==> src/rtl/vtm_pkg.sv <==
// Shared constants for the video timing measurement unit: register byte
// offsets, control bit positions and interval count. Assumes a 6-bit
// byte address with word-aligned accesses.
package vtm_pkg;
    localparam int NUM_IV    = 8;      // four vertical then four horizontal intervals
    localparam int OFS_IRQ   = 'h00;
    localparam int OFS_MEAS0 = 'h04;
    localparam int OFS_CTL   = 'h24;
    localparam int OFS_TRIG  = 'h28;
    localparam int OFS_TMO   = 'h2C;
    localparam int OFS_STAT  = 'h30;
    localparam int CB_HPOL   = 0;
    localparam int CB_VPOL   = 1;
    localparam int CB_EN     = 2;
    localparam int CB_IEN    = 3;
    localparam int CB_UPDH   = 4;
    localparam int CTL_W     = 5;
    localparam int TMO_RST   = 'h1FFF;
endpackage

==> src/rtl/vtm_sync.sv <==
// Two-flop level synchronizer for W independent single-bit inputs.
// Assumes each input is a slowly changing level (no pulse shorter than a clock).
module vtm_sync #(
    parameter int W = 3
) (
    input  logic         clk,
    input  logic         rst_n,
    input  logic [W-1:0] din,
    output logic [W-1:0] dout
);
    logic [W-1:0] meta_q;

    // Two register stages per bit
    always_ff @(posedge clk) begin
        if (!rst_n) begin
            meta_q <= '0;
            dout   <= '0;
        end else begin
            meta_q <= din;
            dout   <= meta_q;
        end
    end
endmodule

==> src/rtl/vtm_interval.sv <==
// Interval timer: time-stamps sync and data-enable edges within a line
// (clock cycles) and within a frame (lines), then converts the stamps into
// eight interval lengths. Assumes polarity-corrected, synchronized inputs,
// and vsync edges that coincide with an active hsync edge.
module vtm_interval
    import vtm_pkg::*;
#(
    parameter int CNT_W = 16
) (
    input  logic                          clk,
    input  logic                          rst_n,
    input  logic                          en,
    input  logic                          hs,
    input  logic                          vs,
    input  logic                          de,
    output logic [NUM_IV-1:0][CNT_W-1:0]  meas,
    output logic                          line_done,
    output logic                          frame_done
);
    logic hs_d, vs_d, de_d;
    logic hs_r, hs_f, vs_r, vs_f, de_r, de_f;
    logic [CNT_W-1:0] hcnt, st_hf, st_dr, st_df;
    logic [CNT_W-1:0] vcnt, st_vf, st_vdr, st_vdf;
    logic line_go, line_de, frm_go, frm_de;
    logic [3:0][CNT_W-1:0] h_meas, v_meas;

    // One-cycle history of each level for edge detection
    always_ff @(posedge clk) begin
        if (!rst_n) begin
            hs_d <= 1'b0; vs_d <= 1'b0; de_d <= 1'b0;
        end else begin
            hs_d <= hs; vs_d <= vs; de_d <= de;
        end
    end

    assign hs_r = hs & ~hs_d;
    assign hs_f = ~hs & hs_d;
    assign vs_r = vs & ~vs_d;
    assign vs_f = ~vs & vs_d;
    assign de_r = de & ~de_d;
    assign de_f = ~de & de_d;

    // Horizontal counter, edge stamps and per-line interval capture
    always_ff @(posedge clk) begin
        if (!rst_n || !en) begin
            hcnt <= '0; st_hf <= '0; st_dr <= '0; st_df <= '0;
            line_go <= 1'b0; line_de <= 1'b0; line_done <= 1'b0;
            h_meas <= '0;
        end else begin
            line_done <= 1'b0;
            hcnt      <= hs_r ? CNT_W'(1) : hcnt + 1'b1;
            if (hs_f) st_hf <= hcnt;
            if (de_r) begin
                st_dr   <= hcnt;
                line_de <= 1'b1;
            end
            if (de_f) st_df <= hcnt;
            if (hs_r) begin
                line_go <= 1'b1;
                line_de <= 1'b0;
                if (line_go && line_de) begin
                    h_meas[0] <= st_hf;
                    h_meas[1] <= st_dr - st_hf;
                    h_meas[2] <= st_df - st_dr;
                    h_meas[3] <= hcnt - st_df;
                    line_done <= 1'b1;
                end
            end
        end
    end

    // Line counter, frame stamps and per-frame interval capture
    always_ff @(posedge clk) begin
        if (!rst_n || !en) begin
            vcnt <= '0; st_vf <= '0; st_vdr <= '0; st_vdf <= '0;
            frm_go <= 1'b0; frm_de <= 1'b0; frame_done <= 1'b0;
            v_meas <= '0;
        end else begin
            frame_done <= 1'b0;
            if (vs_r)      vcnt <= hs_r ? CNT_W'(1) : '0;
            else if (hs_r) vcnt <= vcnt + 1'b1;
            if (vs_f) st_vf <= vcnt;
            if (de_r && !frm_de) begin
                st_vdr <= vcnt - 1'b1;
                frm_de <= 1'b1;
            end
            if (de_f) st_vdf <= vcnt;
            if (vs_r) begin
                frm_go <= 1'b1;
                frm_de <= 1'b0;
                if (frm_go && frm_de) begin
                    v_meas[0]  <= st_vf;
                    v_meas[1]  <= st_vdr - st_vf;
                    v_meas[2]  <= st_vdf - st_vdr;
                    v_meas[3]  <= vcnt - st_vdf;
                    frame_done <= 1'b1;
                end
            end
        end
    end

    assign meas = {h_meas, v_meas};
endmodule

==> src/rtl/vtm_watchdog.sv <==
// Sync-loss watchdog: counts clock cycles with hsync inactive and flags a
// timeout once the count reaches the limit. Assumes a nonzero limit.
module vtm_watchdog #(
    parameter int TW = 32
) (
    input  logic          clk,
    input  logic          rst_n,
    input  logic          en,
    input  logic          hs,
    input  logic [TW-1:0] limit,
    output logic          tmo
);
    logic [TW-1:0] cnt;
    logic          hs_d;

    // Saturating inactive-time counter and sticky flag cleared by an hsync rise
    always_ff @(posedge clk) begin
        if (!rst_n || !en) begin
            cnt  <= '0;
            hs_d <= 1'b0;
            tmo  <= 1'b0;
        end else begin
            hs_d <= hs;
            if (hs)             cnt <= '0;
            else if (~&cnt)     cnt <= cnt + 1'b1;
            if (hs && !hs_d)    tmo <= 1'b0;
            else if (!hs && cnt >= limit) tmo <= 1'b1;
        end
    end
endmodule

==> src/rtl/vtm_regs.sv <==
// Register file: control, trigger mask, timeout limit, stored results with
// change detection, sticky interrupt status and registered read mux.
// Assumes word-aligned byte addresses.
module vtm_regs
    import vtm_pkg::*;
#(
    parameter int CNT_W = 16,
    parameter int RW    = 32,
    parameter int AW    = 6
) (
    input  logic                          clk,
    input  logic                          rst_n,
    input  logic [AW-1:0]                 addr,
    input  logic                          wen,
    input  logic [RW-1:0]                 wdata,
    output logic [RW-1:0]                 rdata,
    input  logic [NUM_IV-1:0][CNT_W-1:0]  meas,
    input  logic                          line_done,
    input  logic                          frame_done,
    input  logic                          tmo,
    output logic [CTL_W-1:0]              ctl,
    output logic [RW-1:0]                 tmo_lim,
    output logic [NUM_IV-1:0]             irq_sts,
    output logic                          init_done,
    output logic                          irq_o
);
    logic [NUM_IV-1:0]            trig, upd, hit, w1c;
    logic [NUM_IV-1:0][CNT_W-1:0] res;
    logic [RW-1:0]                rd_nxt;

    assign upd = {{(NUM_IV/2){frame_done | (line_done & ctl[CB_UPDH])}},
                  {(NUM_IV/2){frame_done}}};
    assign w1c = (wen && addr == AW'(OFS_IRQ)) ? wdata[NUM_IV-1:0] : '0;

    // Per-interval result storage and change detection
    for (genvar i = 0; i < NUM_IV; i++) begin : g_iv
        assign hit[i] = upd[i] & trig[i] & (meas[i] != res[i]);
        always_ff @(posedge clk) begin
            if (!rst_n)      res[i] <= '0;
            else if (upd[i]) res[i] <= meas[i];
        end
    end

    // Software-writable configuration registers
    always_ff @(posedge clk) begin
        if (!rst_n) begin
            ctl     <= '0;
            trig    <= '1;
            tmo_lim <= RW'(TMO_RST);
        end else if (wen) begin
            if (addr == AW'(OFS_CTL))  ctl  <= wdata[CTL_W-1:0];
            if (addr == AW'(OFS_TRIG)) trig <= wdata[NUM_IV-1:0];
            if (addr == AW'(OFS_TMO) && wdata != '0) tmo_lim <= wdata;
        end
    end

    // Sticky interrupt status (set wins over clear) and init-done flag
    always_ff @(posedge clk) begin
        if (!rst_n) begin
            irq_sts   <= '0;
            init_done <= 1'b0;
        end else begin
            irq_sts <= (irq_sts & ~w1c) | hit;
            if (!ctl[CB_EN])    init_done <= 1'b0;
            else if (frame_done) init_done <= 1'b1;
        end
    end

    // Read mux for the addressed register
    always_comb begin
        rd_nxt = '0;
        if (addr == AW'(OFS_IRQ))  rd_nxt = RW'(irq_sts);
        if (addr == AW'(OFS_CTL))  rd_nxt = RW'(ctl);
        if (addr == AW'(OFS_TRIG)) rd_nxt = RW'(trig);
        if (addr == AW'(OFS_TMO))  rd_nxt = tmo_lim;
        if (addr == AW'(OFS_STAT)) rd_nxt = RW'({init_done, tmo});
        for (int i = 0; i < NUM_IV; i++)
            if (addr == AW'(OFS_MEAS0 + 4 * i)) rd_nxt = RW'(res[i]);
    end

    // Registered read data
    always_ff @(posedge clk) begin
        if (!rst_n) rdata <= '0;
        else        rdata <= rd_nxt;
    end

    assign irq_o = ctl[CB_IEN] & (|irq_sts);
endmodule

==> src/rtl/vtm_top.sv <==
// Top of the video timing measurement unit: synchronizes the video inputs,
// applies sync polarity, and connects the interval timer, the watchdog and
// the register file. Assumes one clock for video sampling and register access.
module vtm_top
    import vtm_pkg::*;
#(
    parameter int CNT_W = 16,
    parameter int RW    = 32,
    parameter int AW    = 6
) (
    input  logic          clk,
    input  logic          rst_n,
    input  logic          vid_hs,
    input  logic          vid_vs,
    input  logic          vid_de,
    input  logic [AW-1:0] reg_addr,
    input  logic          reg_wen,
    input  logic [RW-1:0] reg_wdata,
    output logic [RW-1:0] reg_rdata,
    output logic          irq_o
);
    logic [2:0]                   sync_s;
    logic                         hs_c, vs_c, de_c;
    logic [CTL_W-1:0]             ctl_q;
    logic [RW-1:0]                tmo_lim;
    logic [NUM_IV-1:0][CNT_W-1:0] meas;
    logic [NUM_IV-1:0]            irq_sts;
    logic                         line_done, frame_done, tmo_flag, init_done, upd_any;

    vtm_sync #(.W(3)) u_sync (
        .clk(clk), .rst_n(rst_n),
        .din({vid_de, vid_vs, vid_hs}), .dout(sync_s)
    );

    assign hs_c    = sync_s[0] ^ ctl_q[CB_HPOL];
    assign vs_c    = sync_s[1] ^ ctl_q[CB_VPOL];
    assign de_c    = sync_s[2];
    assign upd_any = line_done | frame_done;

    vtm_interval #(.CNT_W(CNT_W)) u_iv (
        .clk(clk), .rst_n(rst_n), .en(ctl_q[CB_EN]),
        .hs(hs_c), .vs(vs_c), .de(de_c),
        .meas(meas), .line_done(line_done), .frame_done(frame_done)
    );

    vtm_watchdog #(.TW(RW)) u_wd (
        .clk(clk), .rst_n(rst_n), .en(ctl_q[CB_EN]),
        .hs(hs_c), .limit(tmo_lim), .tmo(tmo_flag)
    );

    vtm_regs #(.CNT_W(CNT_W), .RW(RW), .AW(AW)) u_regs (
        .clk(clk), .rst_n(rst_n),
        .addr(reg_addr), .wen(reg_wen), .wdata(reg_wdata), .rdata(reg_rdata),
        .meas(meas), .line_done(line_done), .frame_done(frame_done),
        .tmo(tmo_flag), .ctl(ctl_q), .tmo_lim(tmo_lim),
        .irq_sts(irq_sts), .init_done(init_done), .irq_o(irq_o)
    );
endmodule

==> config.mk <==
export PLATFORM = sky130hd
export DESIGN_NAME = vtm_top
export DESIGN_NICKNAME = d
export VERILOG_FILES = /design/src/rtl/vtm_pkg.sv /design/src/rtl/vtm_sync.sv /design/src/rtl/vtm_interval.sv /design/src/rtl/vtm_watchdog.sv /design/src/rtl/vtm_regs.sv /design/src/rtl/vtm_top.sv
export SDC_FILE = /design/constraint.sdc
export NUM_CORES = 1
export LEC_CHECK = 0
export BUFFER_PORTS_ARGS = -buffer_cell sky130_fd_sc_hd__buf_2
export CAP_MARGIN = 20
export CORE_MARGIN = 2
export CORE_UTILIZATION = 68
export CTS_BUF_LIST = sky130_fd_sc_hd__clkbuf_4 sky130_fd_sc_hd__clkbuf_8 sky130_fd_sc_hd__clkbuf_16
export DETAILED_ROUTE_END_ITERATION = 6
export GPL_TIMING_DRIVEN = 0
export PLACE_DENSITY = 0.93
export SYNTH_ARGS = -nofsm -noshare
export SYNTH_HDL_FRONTEND = slang
export SYNTH_HIERARCHICAL = 1
export SYNTH_SLANG_ARGS = --single-unit
==> constraint.sdc <==
create_clock -name clk -period 3.5 [get_ports clk]
set_input_delay 0.875 -clock clk [delete_from_list [all_inputs] [get_ports clk]]
set_output_delay 0.875 -clock clk [all_outputs]
set_load 0.05 [all_outputs]
==> qor.yml <==
synth_top_family_by_area: "simple AND/OR/NAND/NOR gates"
wl_um: 92300
cts.path.max_buffers: 3
die_w_um: 203
cp-end-kind: "flip-flop"
grt_pass1_vias: 24700
synth_cell_type_count: 98
io_pins: 77
critPathKind: "flip-flop to flip-flop"
maxSlewViolCount: 0
antenna_found_initial: 2
synth_area_leader_cell: "dfxtp_1"
clk_latency_ps: 620
fill_cells: 2820
drc: 0
ir_drop_mv: 0.392
cts_buffers: 53
h-tree-depth: 2
yosysWarningCount: 6
cts_root_buf: "clkbuf_16"
synth-edff-count: 0
required_ps: 3950
tns_ps: 0
place.gp.congestion: 1.05
dp_cells: 3892
drtIter0Drc: 3141
period_minus_slack_ps: 3150
place_hpwl_um: 70100
synth-compound-area-share_pct: 16.0
via_per_inst: 6.53
synth_mux_area_share_pct: 4.91
track_usage_pct: 43.6
fmax_mhz: 318
fp.coreArea_sq_um: 38900
synthCells: 3301
vias: 26000
rr_endpoint: "u_iv/meas[83]$_SDFFE_PP0P_"
hp-class: "flip-flop to flip-flop"
grt_pass1_wl_um: 140000
r2r_cells: 9
cp_max_fo: 10
grt_start_max_net_pins: 15
clk_pin_slew_worst_paths_ps: 70
start_util_pct: 69.4
clock_sinks: 519
synth_seq_cells: 519
min-delay-start: "u_sync/meta_q[0]$_SDFF_PN0_"
dieArea_sq_um: 41300
synth_common_cells: "nand2_1 (579), dfxtp_1 (519), a21oi_1 (341), nor2_1 (242), xor2_1 (171)"
finalSetupViolCount: 0
async_reset_ff_share_pct: 0
dieHeight_um: 203
diodes: 0
ctsResizeCount: 0
cp-start-kind: "flip-flop"
wl_per_cell_um: 23.2
rsz0062_at_grt: "false"
area_growth_pct: 10.7
cts_hold_buf: 0
post-cts-setup-buffer-count: 0
antenna_left: 0
syn_area_sq_um: 27000
synth_xor_area_share_pct: 6.97
slew-limit-headroom_pct: 31.4
drive_above_1_share_pct: 7.89
hold_viol: 0
synthAdderAreaFrac_pct: 6.28
overflow: 0
yosysSeqAreaShare_pct: 38.5
synthMostInstantiatedCell: "nand2_1"
crit_arrival_ps: 3600
synth_top_cells_by_area: "dfxtp_1 (38%), nand2_1 (8.0%), a21oi_1 (6.3%)"
timing.final.crit_share_pct: 89.9
yosys.area_share.simple_pct: 21.9
synth_fp_nets: 3477
finClkSkew_ps: 22.1
drt_first_pass_iters: 6
whs_endpoint: "u_sync/dout[0]$_SDFF_PN0_"
powerDensity_nw_per_um2: 409
worst_pin_slew_ps: 1030
synth_top_area_share_pct: 38.5
syn_area_per_cell_sq_um: 8.18
worstHoldPathCells: 1
ys.flop_type: "dfxtp_1"
p_total_w: 0.0122
maxCapViolations: 0
port_buffers: 72
rows: 72
tritoncts: "yes"
p_leak_nw: 12.1
stdcell_count: 3989
r2r_slack_ps: 350
status: "finished, final reports clean"
r2r-start: "u_regs/ctl[0]$_SDFFE_PN0P_"
fin_nets: 3605
-- placed cells by master, fill, tap and decap left out, drive strengths merged, types with 16 or more instances in the layout --
cell	netlist	layout
a211oi	39	39
a21o	27	27
a21oi	341	341
and2	33	33
and3	38	38
buf	43	116
clkbuf	140	210
clkinv	0	16
dfxtp	519	519
ha	126	126
inv	149	153
mux2i	119	119
nand2	579	579
nand3	117	117
nand4	52	52
nor2	248	248
nor2b	27	27
nor3	34	34
nor4	54	54
o211ai	18	18
o21a	21	21
o21ai	106	106
or3	34	34
xnor2	44	44
xor2	171	171
-- state kept, by name, summed over array words and instances, names as in the netlist, 8 cells and up --
register	flops
u_iv/meas	128
u_regs/res	128
u_regs/rdata	32
u_regs/tmo_lim	32
u_wd/cnt	32
u_iv/hcnt	16
u_iv/st_df	16
u_iv/st_dr	16
u_iv/st_hf	16
u_iv/st_vdf	16
u_iv/st_vdr	16
u_iv/st_vf	16
u_iv/vcnt	16
u_regs/irq_sts	8
u_regs/trig	8
-- worst max-delay path, stage by stage (launching register included) --
cell and delay (ps):
dfxtp_1 370, xor2_1 700, buf_6 260, nor2b_1 140, buf_2 240, nand3_1 180
clkbuf_1 370, buf_1 380, a21oi_1 250, nor2_1 100
-- power breakdown --
| group | switching [W] | total, W | internal (W) |
|---|---|---|---|
| Sequential | 0.00000673 | 0.00592 | 0.00592 |
| Clock | 0.00250 | 0.00601 | 0.00351 |
| Combinational | 0.000212 | 0.000289 | 0.0000771 |
-- stage by stage --
| stage | area (sq um) | hold slack (ps) | utilization, % | setup slack [ps] |
|---|---|---|---|---|
| detailed placement | 28000 | 415 | 72.0 | 99.1 |
| global route | 29900 | 452 | 76.8 | 359 |
| global placement | 28000 | 413 | 72.0 | 173 |
| floorplan | 27000 | 406 | - | 1090 |
| finish | 29900 | 442 | 76.8 | 353 |
| CTS | 29900 | 445 | 76.8 | 496 |
-- worst max-delay path by stage --
stage / cells after the start / slack (ps) / to / startpoint
after detailed placement: 7 / 100 / u_iv/meas[45]$_SDFFE_PP0P_ / rst_n
after global routing: 9 / 360 / u_iv/meas[83]$_SDFFE_PP0P_ / u_regs/ctl[0]$_SDFFE_PN0P_
after floorplan: 5 / 1090 / u_regs/rdata[7]$_SDFF_PN0_ / reg_addr[4]
after global placement: 7 / 170 / u_iv/st_vdr[12]$_SDFFE_PP0P_ / rst_n
after CTS: 9 / 500 / u_iv/meas[83]$_SDFFE_PP0P_ / u_regs/ctl[0]$_SDFFE_PN0P_
final: 9 / 350 / u_iv/meas[83]$_SDFFE_PP0P_ / u_regs/ctl[0]$_SDFFE_PN0P_
-- cell families (layout without fill, tap and decap cells) --
| family | after synthesis | in the layout |
|---|---|---|
| AO/OA/AOI/OAI | 703 | 703 |
| XOR/XNOR | 215 | 215 |
| adder cells (fa/ha/maj) | 132 | 132 |
| buffers and inverters | 333 | 503 |
| flip-flops | 519 | 519 |
| multiplexers | 131 | 131 |
| AND/OR/NAND/NOR | 1268 | 1268 |
-- layout make-up --
class / count / area [sq um] / share of cell area (%)
Buffer: 184 / 912 / 3.05
Clock buffer: 70 / 1520 / 5.08
Clock inverter: 27 / 340 / 1.14
Inverter: 149 / 559 / 1.87
Multi-Input combinational cell: 2449 / 15100 / 50.7
Sequential cell: 519 / 10400 / 34.8
Tap cell: 518 / 648 / 2.17
Timing Repair Buffer: 73 / 372 / 1.24
-- metal layers --
layer	wire length [um]	GRT usage, %	vias up
met3	10300	8.63	386
met2	40300	69.1	1776
met5	18	0	-
li1	-	-	11800
met4	6630	27.9	2
met1	35100	54.4	12100
No activity file was read; power rests on OpenSTA's default activity.
